==> src/rtl/afskDemodPkg.sv <==
package afskDemodPkg;

  typedef struct packed {
    logic advance;
    logic decide;
  } strobeT;

  function automatic logic majority3(input logic [2:0] b);
    return (b[0] & b[1]) | (b[0] & b[2]) | (b[1] & b[2]);
  endfunction

endpackage

==> src/rtl/afskDemodDatapath.sv <==
module afskDemodDatapath
  import afskDemodPkg::*;
#(
  parameter int SampleW   = 8,
  parameter int DelayTaps = 4,
  parameter int ProdShift = 2,
  parameter int AccW      = 16,
  parameter int HistW     = 4
) (
  input  logic                      clk,
  input  logic                      rstN,
  input  strobeT                    strobe,
  input  logic signed [SampleW-1:0] sampleIn,
  output logic [HistW-1:0]          histNext,
  output logic                      bitValid,
  output logic                      bitOut
);

  localparam int ProdW = 2 * SampleW;

  logic [DelayTaps-1:0][SampleW-1:0] delayQ;
  logic signed [SampleW-1:0] delayed;
  logic signed [ProdW-1:0]   prodFull;
  logic signed [AccW-1:0]    prodNow;
  logic signed [AccW-1:0]    prodPrevQ;
  logic signed [AccW-1:0]    filtQ;
  logic signed [AccW-1:0]    filtNext;
  logic [HistW-2:0]          histQ;
  logic                      sliced;
  logic                      decided;
  logic                      lastDecQ;

  assign delayed  = signed'(delayQ[DelayTaps-1]);
  assign prodFull = sampleIn * delayed;
  assign prodNow  = AccW'(prodFull >>> ProdShift);
  assign filtNext = prodPrevQ + prodNow + (filtQ >>> 1);
  assign sliced   = (filtNext > 0);
  assign histNext = {histQ, sliced};
  assign decided  = majority3(histNext[2:0]);

  always_ff @(posedge clk or negedge rstN) begin
    if (!rstN) begin
      delayQ <= '0;
    end else if (strobe.advance) begin
      delayQ[0] <= sampleIn;
      for (int i = 1; i < DelayTaps; i++) begin
        delayQ[i] <= delayQ[i-1];
      end
    end
  end

  always_ff @(posedge clk or negedge rstN) begin
    if (!rstN) begin
      prodPrevQ <= '0;
      filtQ     <= '0;
      histQ     <= '0;
    end else if (strobe.advance) begin
      prodPrevQ <= prodNow;
      filtQ     <= filtNext;
      histQ     <= histNext[HistW-2:0];
    end
  end

  always_ff @(posedge clk or negedge rstN) begin
    if (!rstN) begin
      lastDecQ <= 1'b0;
      bitOut   <= 1'b0;
      bitValid <= 1'b0;
    end else begin
      bitValid <= strobe.advance & strobe.decide;
      if (strobe.advance && strobe.decide) begin
        lastDecQ <= decided;
        bitOut   <= (decided == lastDecQ);
      end
    end
  end

endmodule

==> src/rtl/afskDemodControl.sv <==
module afskDemodControl
  import afskDemodPkg::*;
#(
  parameter int PhaseSteps = 64,
  parameter int PhaseStep  = 8,
  parameter int Nudge      = 1,
  parameter int HistW      = 4
) (
  input  logic             clk,
  input  logic             rstN,
  input  logic             sampleValid,
  input  logic [HistW-1:0] histNext,
  output strobeT           strobe
);

  localparam int PhaseW = $clog2(PhaseSteps) + 1;
  localparam logic [PhaseW-1:0] Half  = PhaseW'(PhaseSteps / 2);
  localparam logic [PhaseW-1:0] Wrap  = PhaseW'(PhaseSteps);
  localparam logic [PhaseW-1:0] Step  = PhaseW'(PhaseStep);
  localparam logic [PhaseW-1:0] Nudg  = PhaseW'(Nudge);

  logic [PhaseW-1:0] phaseQ;
  logic [PhaseW-1:0] phaseAdj;
  logic [PhaseW-1:0] phaseSum;
  logic              transition;
  logic              wrapNow;

  assign transition = (histNext[0] ^ histNext[2]) & (histNext[1] ^ histNext[3]);
  assign phaseAdj   = !transition ? phaseQ :
                      (phaseQ < Half) ? phaseQ + Nudg : phaseQ - Nudg;
  assign phaseSum   = phaseAdj + Step;
  assign wrapNow    = (phaseSum >= Wrap);

  assign strobe.advance = sampleValid;
  assign strobe.decide  = sampleValid & wrapNow;

  always_ff @(posedge clk or negedge rstN) begin
    if (!rstN) begin
      phaseQ <= '0;
    end else if (sampleValid) begin
      phaseQ <= wrapNow ? phaseSum - Wrap : phaseSum;
    end
  end

endmodule

==> src/rtl/afskDemod.sv <==
module afskDemod
  import afskDemodPkg::*;
#(
  parameter int SampleW    = 8,
  parameter int DelayTaps  = 4,
  parameter int ProdShift  = 2,
  parameter int AccW       = 16,
  parameter int PhaseSteps = 64,
  parameter int PhaseStep  = 8,
  parameter int Nudge      = 1
) (
  input  logic                      clk,
  input  logic                      rstN,
  input  logic                      sampleValid,
  input  logic signed [SampleW-1:0] sampleIn,
  output logic                      bitValid,
  output logic                      bitOut
);

  localparam int HistW = 4;

  strobeT           strobe;
  logic [HistW-1:0] histNext;

  afskDemodControl #(
    .PhaseSteps(PhaseSteps), .PhaseStep(PhaseStep), .Nudge(Nudge), .HistW(HistW)
  ) uCtrl (
    .clk(clk), .rstN(rstN), .sampleValid(sampleValid),
    .histNext(histNext), .strobe(strobe)
  );

  afskDemodDatapath #(
    .SampleW(SampleW), .DelayTaps(DelayTaps), .ProdShift(ProdShift),
    .AccW(AccW), .HistW(HistW)
  ) uPath (
    .clk(clk), .rstN(rstN), .strobe(strobe), .sampleIn(sampleIn),
    .histNext(histNext), .bitValid(bitValid), .bitOut(bitOut)
  );

endmodule

==> config.mk <==
export PLATFORM = sky130hd
export DESIGN_NAME = afskDemod
export DESIGN_NICKNAME = d
export VERILOG_FILES = /design/src/rtl/afskDemodPkg.sv /design/src/rtl/afskDemodDatapath.sv /design/src/rtl/afskDemodControl.sv /design/src/rtl/afskDemod.sv
export SDC_FILE = /design/constraint.sdc
export NUM_CORES = 1
export LEC_CHECK = 0
export ABC_AREA = 1
export BUFFER_PORTS_ARGS = -buffer_cell sky130_fd_sc_hd__clkbuf_2
export CORE_AREA = 2 2 82 163
export CTS_BUF_LIST = sky130_fd_sc_hd__clkbuf_8
export DETAILED_ROUTE_END_ITERATION = 7
export DIE_AREA = 0 0 84 165
export HOLD_SLACK_MARGIN = 0.03
export PLACE_DENSITY = 0.73
export SYNTH_ARGS = -nofsm -noshare
export SYNTH_HDL_FRONTEND = slang
export SYNTH_HIERARCHICAL = 1
export SYNTH_SLANG_ARGS = --single-unit
==> constraint.sdc <==
create_clock -name clk -period 8.7 [get_ports clk]
set_clock_uncertainty 0.2 [all_clocks]
set_input_delay 0.435 -clock clk [delete_from_list [all_inputs] [get_ports clk]]
set_output_delay 0.435 -clock clk [all_outputs]
set_load 0.01 [all_outputs]
==> impl_metrics.py <==
metrics = {
    "cells_and_area": {
        "final_cells": 1104,
        "area_delta_synth_final_pct": 4.65,
        "layout.nets": 1079,
        "fin_area_mm2": 0.00752,
        "n_antenna_cell": 0,
        "drive_above_1_share_pct": 6.71,
    },
    "sta": {
        "tightestPinTransition_ps": 986,
        "finalHoldViolCount": 0,
        "max_freq_mhz": 128,
        "hold_slack_ps": 11.0,
        "rsz0062_at_grt": "false",
        "fin_crit_ps": 7840,
        "max-slew-margin-rel_pct": 34.2,
        "fin_tns_setup_ps": 0,
        "period_share_pct": 90.1,
        "slew_viol_final": 0,
        "setup_violations": 0,
    },
    "logic_synthesis": {
        "ys_seq_area_share_pct": 25.8,
        "yosys_register_bits": 74,
        "syn_nets": 1084,
        "syn_area_per_cell_um2": 7.53,
        "synth_area_mm2": 0.00718,
        "synth_cells": 954,
        "ys_async_sr_fraction_pct": 100,
        "ys_types": 34,
        "yosysWarningCount": 6,
        "synthFlopType": "dfrtp_1",
        "synth-edff-count": 0,
    },
    "detailed_routing": {
        "avgViaCountPerCell": 5.14,
        "drt_iter0_drc": 239,
        "wl_per_cell_um": 14.8,
        "drtAntennaViolNets": 0,
        "drtPass1Iterations": 5,
        "wl_um": 16300,
        "vias": 5671,
        "drc": 0,
    },
    "setup_path": {
        "crit_path_top_delay_cell": "fa_1",
        "path_class": "flip-flop to flip-flop",
        "max_stage_delay_ps": 650,
        "crit_path_start_kind": "flip-flop",
        "cp_common_cell": "nand2_1",
        "critPathRequiredTime_ps": 8760,
        "cp-end-kind": "flip-flop",
        "cp_top_family": "adder cells",
        "critPathBufInv": 9,
        "cp.arrival_ps": 7900,
        "worst-path-max-fanout": 9,
    },
    "flow_run": {
        "maxCapViolCount": 0,
    },
    "placed_design": {
        "hpwl_um": 12900,
        "io_buffers": 12,
        "gp_congestion": 0.992,
        "dpl.cell_count": 1088,
        "place_area_mm2": 0.00732,
    },
    "floorplanning": {
        "start_util_pct": 57.2,
        "die_area_mm2": 0.0139,
        "fp.dieW_um": 84,
        "std_cell_rows": 58,
        "num_io_pins": 13,
        "dieHeight_um": 165,
        "core-area_mm2": 0.0126,
    },
    "global_route": {
        "grt_use_total_pct": 25.4,
        "grt_overflow_total": 0,
        "grt_max_degree": 78,
        "antenna_found_initial": 0,
        "grt_pass1_vias": 5866,
        "grt_pass1_wl_um": 27200,
    },
    "clock_tree": {
        "cts_setup_buffers": 0,
        "post_cts_resized": 0,
        "clk_path_buf_depth": 2,
        "path_clk_slew_ps": 90,
        "postCtsHoldBufs": 0,
        "cts_tree": "yes",
        "numCtsBuffers": 9,
        "cts_htree_levels": 3,
        "clockRootBuffer": "clkbuf_8",
        "clk_latency_ps": 360,
        "numClockSinks": 74,
    },
    "hold_path": {
        "hold_class": "input port to async pin",
    },
    "run_status": {
        "status": "finished clean",
    },
}
[cell type report]
cell class,count,area (um^2)
well taps,150,188
repair buffers,14,77.6
flip-flops and latches,74,1850
clock inverters,7,68.8
multi-input cells,604,4280
fillers,1182,5040
inverters,246,923
clock buffers,9,124
[per-layer routing]
| metal | share of wire, % | global-route usage (%) |
|---|---|---|
| met1 | 35 | 24.5 |
| met2 | 57 | 49.7 |
| met3 | 2.0 | 2.45 |
| met4 | 6.9 | 16.9 |
| met5 | 0 | 0 |
[synthesized netlist by cell type (4+ instances only)]
cell / count / area (um^2)
nor2_1: 32 / 120
nand3_1: 32 / 160
nand4_1: 6 / 37.5
ha_1: 47 / 588
nand3b_1: 4 / 30.0
o21ai_0: 44 / 220
dfrtp_1: 74 / 1850
clkbuf_1: 27 / 101
xnor2_1: 15 / 131
nand2_1: 283 / 1060
a21oi_1: 22 / 110
xor2_1: 7 / 61.3
nand2_2: 11 / 68.8
inv_2: 5 / 18.8
nor2_2: 4 / 25.0
inv_1: 241 / 905
fa_1: 72 / 1440
[state kept, by name, indices dropped and copies added (netlist names)]
signal and flops:
uCtrl/phaseQ 7, uPath/bitOut 1, uPath/bitValid 1, uPath/delayQ 24, uPath/delayed 8, uPath/filtQ 15, uPath/histQ 3, uPath/lastDecQ 1
uPath/prodPrevQ 14
[path summary, 6_finish.rpt]
check,to,startpoint,slack (ps),cells after the start
max,uPath/bitOut$_DFFE_PN0P_,uPath/delayed[2]$_DFFE_PN0P_,860,45
min,uPath/filtQ[4]$_DFFE_PN0P_,rstN,10,1
max reg2reg,uPath/bitOut$_DFFE_PN0P_,uPath/delayed[2]$_DFFE_PN0P_,860,45
min reg2reg,uPath/delayQ[15]$_DFFE_PN0P_,uPath/delayQ[15]$_DFFE_PN0P_,270,2
max in group asynchronous,uPath/delayed[6]$_DFFE_PN0P_,rstN,7630,1
min in group clk,uPath/delayQ[1]$_DFFE_PN0P_,sampleIn[1],200,3
[logic make-up (layout without fill, tap and decap cells)]
| group | after synthesis | in the layout | synth area share (%) |
|---|---|---|---|
| AND/OR/NAND/NOR | 387 | 387 | 22.9 |
| buffers and inverters | 276 | 276 | 14.6 |
| adder cells (fa/ha/maj) | 119 | 119 | 28.3 |
| flip-flops | 74 | 74 | 25.8 |
| AO/OA/AOI/OAI | 73 | 73 | 5.30 |
| XOR/XNOR | 23 | 23 | 2.91 |
| multiplexers | 2 | 2 | 0.314 |
[through the flow]
step | setup WS (ps) | util (%)
2_1_floorplan | 1580 | -
3_3_place_gp | 974 | 58.3
3_5_place_dp | 909 | 58.3
4_1_cts | 932 | 59.9
5_1_grt | 233 | 59.9
6_report | 859 | 59.9
[worst register-to-register path: cells and delay by family, from the launching register on]
| kind | cells | cell delay [ps] |
|---|---|---|
| XOR/XNOR | 1 | 170 |
| AO/OA/AOI/OAI | 2 | 320 |
| flip-flops | 1 | 620 |
| adder cells (fa/ha/maj) | 7 | 3410 |
| AND/OR/NAND/NOR | 26 | 2540 |
| buffers and inverters | 9 | 480 |
[cell usage in the layout (no fill, tap or decap), types with 3 or more instances in the layout]
| master | count |
|---|---|
| a21oi_1 | 22 |
| nand2_4 | 3 |
| clkbuf_8 | 9 |
| nand3b_1 | 4 |
| nand2_2 | 11 |
| nand2_1 | 283 |
| xnor2_1 | 15 |
| or2_2 | 3 |
| clkbuf_2 | 11 |
| fa_1 | 72 |
| ha_1 | 47 |
| xor2_1 | 7 |
| dfrtp_1 | 74 |
| nor2_2 | 4 |
| o21ai_0 | 44 |
| buf_4 | 3 |
| o21ai_1 | 3 |
| nand4_1 | 6 |
| inv_1 | 241 |
| inv_2 | 6 |
| nand3_1 | 32 |
| nor2_1 | 32 |
Power is not shown: default switching activity piles up to over one toggle a cycle in this logic, so the estimate is an artifact.
